`src/rtl/sig_phase_ctrl.sv`:
```
module sig_phase_ctrl #(
  parameter int CLK_HZ      = 25_000_000,
  parameter bit FAST        = 1'b0,
  parameter int FAST_GREEN  = 8,
  parameter int FAST_YELLOW = 2,
  parameter int FAST_RED    = 6,
  parameter int FAST_BEAT   = 3
) (
  input  logic       clk,
  input  logic       rst,
  output logic       lamp_red,
  output logic       lamp_yel,
  output logic       lamp_grn,
  output logic       heartbeat,
  output logic [1:0] phase
);
  localparam int GREEN_CYC  = FAST ? FAST_GREEN  : 5 * CLK_HZ;
  localparam int YELLOW_CYC = FAST ? FAST_YELLOW : CLK_HZ;
  localparam int RED_CYC    = FAST ? FAST_RED    : 4 * CLK_HZ;
  localparam int BEAT_CYC   = FAST ? FAST_BEAT   : CLK_HZ / 2;
  localparam int MAX_GY     = (GREEN_CYC > YELLOW_CYC) ? GREEN_CYC : YELLOW_CYC;
  localparam int MAX_CYC    = (MAX_GY > RED_CYC) ? MAX_GY : RED_CYC;
  localparam int TW         = $clog2(MAX_CYC + 1);
  localparam int BW         = $clog2(BEAT_CYC + 1);

  localparam logic [1:0] PH_GREEN  = 2'd0;
  localparam logic [1:0] PH_YELLOW = 2'd1;
  localparam logic [1:0] PH_RED    = 2'd2;

  logic [TW-1:0] tmr;
  logic [TW-1:0] last_tick;
  logic [1:0]    nxt;
  logic          expire;
  logic [BW-1:0] beat_cnt;

  always_comb begin
    case (phase)
      PH_GREEN:  begin last_tick = TW'(GREEN_CYC - 1);  nxt = PH_YELLOW; end
      PH_YELLOW: begin last_tick = TW'(YELLOW_CYC - 1); nxt = PH_RED;    end
      PH_RED:    begin last_tick = TW'(RED_CYC - 1);    nxt = PH_GREEN;  end
      default:   begin last_tick = '0;                  nxt = PH_GREEN;  end
    endcase
  end

  assign expire = (phase == 2'b11) || (tmr == last_tick);

  always_ff @(posedge clk) begin
    if (rst) begin
      phase <= PH_GREEN;
      tmr   <= '0;
    end else if (expire) begin
      phase <= nxt;
      tmr   <= '0;
    end else begin
      tmr   <= tmr + 1'b1;
    end
  end

  always_ff @(posedge clk) begin
    if (rst) begin
      beat_cnt  <= '0;
      heartbeat <= 1'b0;
    end else if (beat_cnt == BW'(BEAT_CYC - 1)) begin
      beat_cnt  <= '0;
      heartbeat <= ~heartbeat;
    end else begin
      beat_cnt  <= beat_cnt + 1'b1;
    end
  end

  assign lamp_grn = (phase == PH_GREEN);
  assign lamp_yel = (phase == PH_YELLOW);
  assign lamp_red = (phase == PH_RED);
endmodule

```
`config.mk`:
```
export PLATFORM = sky130hd
export DESIGN_NAME = sig_phase_ctrl
export DESIGN_NICKNAME = d
export VERILOG_FILES = /design/src/rtl/sig_phase_ctrl.sv
export SDC_FILE = /design/constraint.sdc
export NUM_CORES = 1
export LEC_CHECK = 0
export BUFFER_PORTS_ARGS = -buffer_cell sky130_fd_sc_hd__clkbuf_2
export CORE_ASPECT_RATIO = 0.7
export CORE_MARGIN = 4
export CORE_UTILIZATION = 25
export DETAILED_ROUTE_END_ITERATION = 8
export PLACE_DENSITY = 0.51
export SETUP_SLACK_MARGIN = 0.1
export SLEW_MARGIN = 0
export SYNTH_ARGS = -nofsm -noshare
export SYNTH_HDL_FRONTEND = slang
export SYNTH_SLANG_ARGS = --single-unit
```
`constraint.sdc`:
```
create_clock -name clk -period 3.9 [get_ports clk]
set_clock_uncertainty 0.2 [all_clocks]
set_input_delay 0.195 -clock clk [delete_from_list [all_inputs] [get_ports clk]]
set_output_delay 0.195 -clock clk [all_outputs]
set_load 0.05 [all_outputs]
```
# After elaboration in Yosys (flattened, before gate mapping)
# Index checks and enable logic that the tools add are counted.
[word_totals] in_bits=2 ff_bits=54
[classes] n_reduce_logical=4 mux=2 n_eq_ne=5 bitwise=1 addsub=2
[op_table] op="case mux 27 bit (3 select lines)" count=1
[op_table] op="adder 27 x 1 -> 27 bit, second input constant" count=1
[op_table] op="equality test 27 bit" count=1
[op_table] op="adder 24 x 1 -> 24 bit, second input constant" count=1
[op_table] op="equality test 24 bit, second input constant" count=1
[op_table] op="equality test 2 bit, second input constant" count=2
[op_table] op="case mux 2 bit (2 select lines)" count=1
[op_table] op="OR reduction 2 bit" count=2
[op_table] op="equality test 2 x 1 -> 1 bit, second input constant" count=1
[op_table] op="zero test 2 bit" count=1
[op_table] op="logical OR 1 bit" count=1
[op_table] op="NOT 1 bit" count=1

# Longest topological paths before layout
# Gate-level depths: netlist (run 1).
[logic_depth] word_depth=5 mapped_depth=9 ltp_nobuf=7

# Least setup slack after synthesis (run 1)
# OpenSTA, ideal clock, no wires.
[synth_path] kind="register -> register" startpoint="register phase[0]" endpoint="register tmr[17]" arrival_time_ns=2.524 setup_ns=0.115 n_path_buf=2 setup_slack_ns=1.062 required_time_ns=3.585 stages_incl_launch_ff=10 path_cell_list="dfxtp_1 -> inv_1 -> ha_1 -> or4_1 -> a22oi_1 -> o2111a_1 -> a311o_1 -> buf_4 -> buf_6 -> nor2_1"
[synth_between] elab_chain_len=5 elab_cells_between_ends=8 cone_classes="eq/ne (4); mux (1); reduce/logical (3)"
[synth_lines] item="start, declared" line="15" rtl="output logic [1:0] phase"
[synth_lines] item="start signal, assigned" line="52" rtl="phase <= nxt;"
[synth_lines] item="equality test 2 bit"
[synth_lines] item="via lamp_red" line="11" rtl="output logic lamp_red,"
[synth_lines] item="case mux 27 bit (3 select lines)" line="37" rtl="case (phase)"
[synth_lines] item="equality test 27 bit" line="45" rtl="assign expire = (phase == 2'b11) || (tmr == last_tick);"
[synth_lines] item="logical OR 1 bit" line="45"
[synth_lines] item="OR reduction 2 bit (no line)"
[synth_lines] item="end signal, assigned" line="55" rtl="tmr <= tmr + 1'b1;"
[synth_lines] item="end, declared" line="30" rtl="logic [TW-1:0] tmr;"
# The timed path passes the listed nets, and every way through them passes these cells.
# A chain may end at the register's enable or synchronous reset.

# Worst setup path after layout (run 1)
[layout_path] startpoint="register phase[0]" endpoint="register tmr[24]"
[layout_between] elab_chain_len=5 elab_cells_between_ends=8 cone_classes="eq/ne (4); mux (1); reduce/logical (3)"
[layout_lines] item="equality test 2 bit (tied with other cells)" line="37"
[layout_lines] item="case mux 27 bit (3 select lines)" line="37"
[layout_lines] item="equality test 27 bit" line="45"
[layout_lines] item="logical OR 1 bit (*)" line="45"
[layout_lines] item="OR reduction 2 bit (no line) (*)"
# Every way passes the cells marked *; elsewhere a longest branch is shown, timed or not.

==> reports/metrics.yaml, run 1 <==
grt_overflow: 0
worst_slew_pin_slew_ps: 873
holdPathStages: 1
reg2regPathDepth: 8
grt_max_degree: 24
synth_most_common_cell: "nor2_1"
area_delta_synth_final_pct: 11.4
die_w_um: 130
cts_post_setup_buffers_inserted: 0
syn_area_per_cell_um2: 8.51
dp.cells: 433
r2r_start: "phase[0]"
power.leakage_nw: 0.983
cts.path.max_buffers: 2
finalSetupViolCount: 0
finalCritPeriodShare_pct: 69.3
grt_setup_unrepaired: "false"
period_needed_ps: 2700
max_freq_mhz: 370
outcome: "completed"
firstDrtPassIters: 5
postRouteAntennaNets: 0
dpl_cell_area_um2: 2760
drive_gt1_share_pct: 5.73
num_vias: 2069
whs_ps: 281
synth_seq_cells: 54
netlist_instances: 307
final_util_pct: 29.3
power_density_nw_per_um2: 351
drc_errors: 0
layoutNonFillerInstCount: 442
maxCapViolCount: 0
routedWlPerCell_um: 12.3
ys_top_cells_by_count: "nor2_1, dfxtp_1, xnor2_1, nand2_1, xor2_1"
synthTopCellsByArea: "dfxtp_1, xnor2_1, nor2_1"
yosysSeqAreaShare_pct: 41.4
fp.dieH_um: 93.6
grt_pass1_wl_mm: 9.21
cts_tree: "built"
reg2reg_to: "tmr[24]"
portBuffers: 7
whs_endpoint: "beat_cnt[0]"
synth_cell_types: 39
antennaDiodeCount: 0
fin_nets: 321
end_kind: "flip-flop"
syn_nets: 315
finalHoldViolations: 0
synth_top_area_cell: "dfxtp_1"
drt_iter0_markers: 88
syn_area_um2: 2610
synth_top_flop_cell: "dfxtp_1"
cts_root_buf: "clkbuf_16"
yosys_warnings: 0
die-area_um2: 12200
crit_type: "reg2reg"
postRouteWirelength_mm: 5.44
async_reset_ff_share_pct: 0
gp_congestion: 0.782
critPathLaunchType: "flip-flop"
cp.arrival_ps: 2680
crit_required_ps: 3880
tns_ps: 0
final_area_um2: 2910
rows: 30
path_clk_slew_ps: 70
grt_pass1_vias: 1876
hp-class: "reg2reg"
synth-edff-count: 0
slew_viol_final: 0
hpwlAfterDp_mm: 3.95
cp_max_fo: 19
pin_count: 8
via_per_inst: 4.68
n_fill_cell: 1054
synth_top_area_share_pct: 41.4
clk_latency_ps: 290
numCtsBuffers: 5
hold_start: "beat_cnt[0]"
antenna_found_initial: 0
htree_levels: 2
ir_drop_uv: 142
track_usage_pct: 9.37
start_util_pct: 26.3
clock-sinks: 54
r2r_setup_slack_ps: 1200
core_area_um2: 9950
slew_headroom_pct: 41.3
## through the flow
| step | total power, mW | setup slack [ps] |
|---|---|---|
| floorplan | 0.593 | 1060 |
| global placement | 0.597 | 1250 |
| detailed placement | 0.597 | 1180 |
| CTS | 1.04 | 1170 |
| global route | 1.06 | 994 |
| finish | 1.02 | 1200 |
## worst max-delay path: stages, from the launching register on
cell and delay (ps):
dfxtp_1 420, inv_1 100, ha_1 290, or4_1 410
a22oi_1 160, o2111a_1 240, a311o_1 370, buf_4 320
nor2_1 80
## area by class of cell
class / instances / area (um^2) / share of cell area (%)
tap: 128 / 160 / 5.50
sequential: 54 / 1080 / 37.1
clock buffer: 6 / 129 / 4.43
clock inverter: 2 / 13.8 / 0.473
multi-input combinational: 235 / 1450 / 49.6
timing repair buffer: 9 / 52.6 / 1.80
inverter: 8 / 30.0 / 1.03
## layer usage
metal | vias to the layer above | part of all wire [%] | global-route usage [%]
met2 | 42 | 38 | 12.6
met1 | 955 | 56 | 14.5
met5 | - | 0 | 0
li1 | 1063 | - | -
met4 | 0 | 2.4 | 4.24
met3 | 9 | 3.9 | 1.20
## report_power, final
part | switching, mW | leakage [nW] | internal (mW)
combinational | 0.0147 | 0.476 | 0.00787
clock | 0.197 | 0.0708 | 0.239
sequential | 0.00611 | 0.436 | 0.556
## worst max-delay path by stage
stage | startpoint | to | slack (ps)
floorplan | phase[0] | tmr[17] | 1060
global route | phase[0] | tmr[3] | 990
detailed placement | phase[0] | tmr[24] | 1180
finish | phase[0] | tmr[24] | 1200
CTS | phase[0] | tmr[16] | 1170
global placement | phase[0] | tmr[16] | 1250
## cells by family after synthesis
group                    Yosys count  synth area share [%]
multiplexers                       2                 0.766
AO/OA/AOI/OAI                     12                  3.88
AND/OR/NAND/NOR                  164                  30.7
flip-flops                        54                  41.4
buffers and inverters             18                  3.35
XOR/XNOR                          51                  17.1
adder cells (fa/ha/maj)            6                  2.87
## flip-flops by register name, indices dropped and copies added, names as in the netlist
name / cells
heartbeat: 1
tmr: 27
phase: 2
beat_cnt: 24
## timing repair
| item | CTS | global route |
|---|---|---|
| setup endpoints to repair | 0 | 0 |
| hold buffers | 1 | 0 |
| hold endpoints to repair | 1 | 0 |
| gates resized for setup | 0 | 0 |
## cell usage in the layout, fill, tap and decap left out, types with 8 or more instances in the layout
cell | Yosys | final
dfxtp_1 | 54 | 54
nand3_1 | 20 | 20
nand4_1 | 16 | 16
inv_1 | 8 | 8
xor2_1 | 23 | 23
nor3_1 | 14 | 14
nand2_1 | 23 | 23
xnor2_1 | 28 | 28
nor2_1 | 63 | 63
and3_1 | 8 | 8
Power figures use the tool's default switching activity.
==> inputs of run 2 (changes only) <==
Settings changed: ABC_AREA from default to 1, PLACE_DENSITY 0.51 to 0.52.
Clock period 3.9 ns to 2.4 ns, I/O delays scaled along.
==> reports/metrics.yaml, run 2 <==
clock-sinks: 54
start_util_pct: 26.0
power_frac_seq_pct: 51.9
slew_headroom_pct: 64.0
crit_type: "reg2reg"
syn_nets: 471
max_freq_mhz: 458
hold_start: "rst"
r2r_start: "phase[0]"
synth_seq_cells: 54
grt_setup_unrepaired: "false"
maxCapViolCount: 0
switching_share_pct: 20.7
netlist_instances: 463
drive_gt1_share_pct: 10.7
final_util_pct: 29.7
postRouteAntennaNets: 0
finalCritPeriodShare_pct: 90.9
die_w_um: 141
largest_registers: "tmr (27), beat_cnt (24), phase (2)"
syn_area_per_cell_um2: 6.70
grt_pass1_vias: 2621
whs_ps: 212
synthTopCellsByArea: "dfxtp_1, nand2_1, nor2_1"
power_density_nw_per_um2: 495
layout_common_cells: "nand2_1, nor2_1, inv_1, dfxtp_1, nand3_1"
routedWlPerCell_um: 12.9
period_needed_ps: 2180
hp-class: "in2reg"
yosysSeqAreaShare_pct: 34.8
syn_area_um2: 3100
p_int_mw: 1.39
r2r_setup_slack_ps: 220
worst_slew_pin_slew_ps: 537
largest-register: "tmr"
pin_count: 8
tns_ps: 0
via_per_inst: 4.69
antennaDiodeCount: 0
ir_drop_uv: 332
fin_nets: 483
area_delta_synth_final_pct: 14.4
ctsHoldBuffers: 0
cp_max_fo: 12
synth_most_common_cell: "nand2_1"
htree_levels: 2
p_clk_share_pct: 45.4
critPathLaunchType: "flip-flop"
power_switching_uw: 365
firstDrtPassIters: 5
synth_top_area_share_pct: 34.8
fp.dieH_um: 101
slew_viol_final: 0
num_vias: 2963
synth_top_flop_cell: "dfxtp_1"
combPwrFrac_pct: 2.7
cts_root_buf: "clkbuf_16"
path_clk_slew_ps: 70
outcome: "completed"
grt_overflow: 0
cts_tree: "built"
n_fill_cell: 1290
largest_register_ffs: 27
power.leakage_nw: 1.22
hpwlAfterDp_mm: 5.86
yosys_warnings: 0
synth-edff-count: 0
antenna_found_initial: 0
cp.arrival_ps: 2160
synth_top_area_cell: "dfxtp_1"
drc_errors: 0
ys_top_cells_by_count: "nand2_1, nor2_1, dfxtp_1, inv_1, nand3_1"
reg2regPathDepth: 11
gp_congestion: 0.897
drt_iter0_markers: 274
grt_pass1_wl_mm: 13.1
clk_latency_ps: 290
core_area_um2: 11900
holdPathStages: 4
postRouteWirelength_mm: 8.17
numCtsBuffers: 5
finalSetupViolCount: 0
crit_required_ps: 2380
reg2reg_to: "tmr[22]"
async_reset_ff_share_pct: 0
synth_cell_types: 34
whs_endpoint: "heartbeat"
track_usage_pct: 11.2
grt_max_degree: 28
portBuffers: 7
cts_post_setup_buffers_inserted: 0
end_kind: "flip-flop"
finalHoldViolations: 0
rows: 33
die-area_um2: 14300
cts.path.max_buffers: 2
final_common_cell: "nand2_1"
## run 2: stage by stage
stage	std cells	area (um^2)	setup WS (ps)	total power [mW]
floorplan	463	3120	136	0.967
global placement	622	3310	183	0.972
detailed placement	622	3310	142	0.973
CTS	629	3470	90.5	1.78
global route	632	3550	100	1.81
finish	632	3550	219	1.76
## run 2: power by group through the flow
stage / Sequential (mW) / Combinational (mW) / Clock (mW)
6_report: 0.912 / 0.0483 / 0.798
3_5_place_dp: 0.933 / 0.0403 / 0
2_1_floorplan: 0.931 / 0.0362 / 0
5_1_grt: 0.913 / 0.0548 / 0.847
3_3_place_gp: 0.933 / 0.0395 / 0
4_1_cts: 0.912 / 0.0407 / 0.823
## run 2: final cells by class
cell class	count	area, um^2	share of cell area, %
multi-input combinational	349	1840	51.8
sequential	54	1090	30.6
inverter	56	213	5.99
tap	157	196	5.54
clock buffer	7	164	4.62
timing repair buffer	9	50.0	1.41
## run 2: routing by layer
layer | GRT usage, % | routed length, um | vias to the layer above
met5 | 0 | 0 | -
met4 | 3.35 | 103 | 0
met3 | 2.88 | 736 | 8
met2 | 14.9 | 3070 | 108
met1 | 17.5 | 4250 | 1348
li1 | - | - | 1499
## run 2: timing repair
action,4_1_cts,5_1_grt
endpoints found under the setup margin,1,27
cloned,0,3
gates resized for setup,0,8
pin swaps,0,2
## run 2: cell families after synthesis
group	share of synthesized area, %
AOI/OAI and AO/OA	5.52
xor gates and xnor gates	7.90
adders and majority gates	2.42
buffers and inverters	8.47
DFF	34.8
and+or+nand+nor	40.8
## run 2: worst max-delay path: stages, from the launching register on
cell	delay [ps]
dfxtp_4	360
ha_2	260
inv_4	190
nand2_1	80
nand2_1	70
nand2_1	90
nor2_1	130
nand2_1	60
nor2_1	180
nand2_4	160
nand3_4	190
a21oi_1	70
## run 2: worst max-delay path by stage
| stage | end | slack [ps] | startpoint |
|---|---|---|---|
| after floorplan | tmr[15] | 140 | phase[1] |
| after global placement | tmr[26] | 180 | phase[1] |
| after detailed placement | tmr[22] | 140 | phase[0] |
| after CTS | tmr[22] | 90 | phase[0] |
| after global routing | phase[0] | 100 | phase[0] |
| final | tmr[22] | 220 | phase[0] |
==> inputs of run 3 (changes only) <==
Settings changed: ABC_AREA 1 to default.
==> reports/metrics.yaml, run 3 (synthesis gave the netlist of run 1 again) <==
outcome: "completed"
grt_pass1_wl_mm: 9.79
largest_registers: "tmr (27), beat_cnt (24), phase (2)"
power.leakage_nw: 1.10
portBuffers: 7
num_vias: 2151
n_fill_cell: 1041
antenna_found_initial: 0
ir_drop_uv: 304
r2r_setup_slack_ps: 100
p_int_mw: 1.38
drive_gt1_share_pct: 14.2
numCtsBuffers: 5
critical_path.max_stage_delay_ps: 410
maxCapViolCount: 0
dpl_cell_area_um2: 2880
reg2regPathDepth: 8
post-place-ws_ps: 167
switching_share_pct: 21.4
cts_tree: "built"
layout_common_cells: "nor2_1, dfxtp_1, xnor2_1, nand2_1, xor2_1"
p_clk_share_pct: 44.6
finalPower_mw: 1.75
setup_slack_ps: 95.8
crit_path_end: "tmr[5]"
finalSetupViolCount: 0
slew_viol_final: 0
fp.dieH_um: 93.6
crit_type: "reg2reg"
routedWlPerCell_um: 13.3
cts_root_buf: "clkbuf_16"
grt_setup_unrepaired: "true"
power_frac_seq_pct: 52.1
die_w_um: 130
dp.cells: 441
power_switching_uw: 374
finalHoldViolations: 0
gp_congestion: 0.776
final_area_um2: 3190
postRouteAntennaNets: 0
grt_pass1_vias: 1904
fin_nets: 338
die-area_um2: 12200
power_density_nw_per_um2: 549
crit_required_ps: 2390
drc_errors: 0
reg2reg_to: "tmr[5]"
final_util_pct: 32.1
worst_slew_pin_slew_ps: 574
rows: 30
period_needed_ps: 2300
combPwrFrac_pct: 3.3
r2r_start: "phase[0]"
grt_overflow: 0
largest_register_ffs: 27
start_util_pct: 26.3
crit_slowest_cell: "or4_4"
critPathLaunch: "phase[0]"
hp-class: "reg2reg"
postRouteWirelength_mm: 6.11
layoutNonFillerInstCount: 459
grt_max_degree: 24
critPathLaunchType: "flip-flop"
clock-sinks: 54
final_common_cell: "nor2_1"
whs_ps: 274
cts.path.max_buffers: 2
drt_iter0_markers: 119
clk_latency_ps: 290
finalCritPeriodShare_pct: 96.0
end_kind: "flip-flop"
track_usage_pct: 10.0
hpwlAfterDp_mm: 4.21
path_clk_slew_ps: 70
max_freq_mhz: 434
antennaDiodeCount: 0
tns_ps: 0
path_cells: "inv_4 -> ha_4 -> or4_4 -> a22oi_2 -> o2111a_1 -> a311o_2 -> clkbuf_16 -> nor2_1"
firstDrtPassIters: 5
cp_max_fo: 5
slew_headroom_pct: 61.4
core_area_um2: 9950
htree_levels: 2
via_per_inst: 4.69
cp.arrival_ps: 2290
pin_count: 8
largest-register: "tmr"
area_delta_synth_final_pct: 22.0
run 3: changes by cell type in the layout (fill, tap and decap cells not counted), moves of 4 or more:
cell / before / now
and3_1: 0 / 8
nand2_1: 117 / 23
buf_4: 2 / 12
nand3_4: 4 / 0
nor2_2: 8 / 0
nand3_1: 32 / 20
nor2_1: 77 / 63
xnor2_1: 8 / 28
inv_1: 54 / 6
a21oi_1: 18 / 0
run 3: worst max-delay path, delay by kind of cell, from the launching register on:
family                     cells  cell delay [ps]
DFF                            1              380
AOI/OAI and AO/OA              3              740
buffers and inverters          2              250
adders and majority gates      1              170
and+or+nand+nor                2              450
run 3: worst min path at each step:
stage / end / cells after the start / slack, ps / start
floorplan: heartbeat / 1 / -8 / rst
finish: beat_cnt[0] / 1 / 270 / beat_cnt[0]
global placement: heartbeat / 2 / 160 / rst
global route: beat_cnt[0] / 1 / 290 / beat_cnt[0]
CTS: beat_cnt[0] / 1 / 280 / beat_cnt[0]
detailed placement: heartbeat / 2 / 160 / rst
run 3: per-layer routing:
layer | part of all wire (%) | global-route usage [%] | vias to the layer above
met2 | 41 | 13.2 | 33
met5 | 0 | 0 | -
met3 | 3.2 | 1.60 | 4
met4 | 1.2 | 3.72 | 0
li1 | - | - | 1093
met1 | 55 | 15.8 | 1021
run 3: timing repair:
item,CTS,global route
setup buffers,0,6
hold buffers,1,0
endpoints found under the setup margin,0,27
resized for setup,0,8
endpoints found under the hold margin,1,0
run 3: cell type report:
class,instances,area [um^2],share of cell area [%]
multi-input combinational,235,1500,47.0
sequential,54,1090,34.1
timing repair buffer,26,248,7.77
tap,128,160,5.02
clock buffer,7,153,4.79
inverter,8,32.5,1.02
clock inverter,1,8.76,0.275
run 3: power groups by stage:
| stage | registers (mW) | logic [mW] | clock network [mW] |
|---|---|---|---|
| 6_report | 0.912 | 0.0586 | 0.781 |
| 5_1_grt | 0.912 | 0.0638 | 0.838 |
| 4_1_cts | 0.911 | 0.0466 | 0.804 |
| 3_5_place_dp | 0.932 | 0.0452 | 0 |
| 3_3_place_gp | 0.932 | 0.0456 | 0 |
| 2_1_floorplan | 0.929 | 0.0325 | 0 |
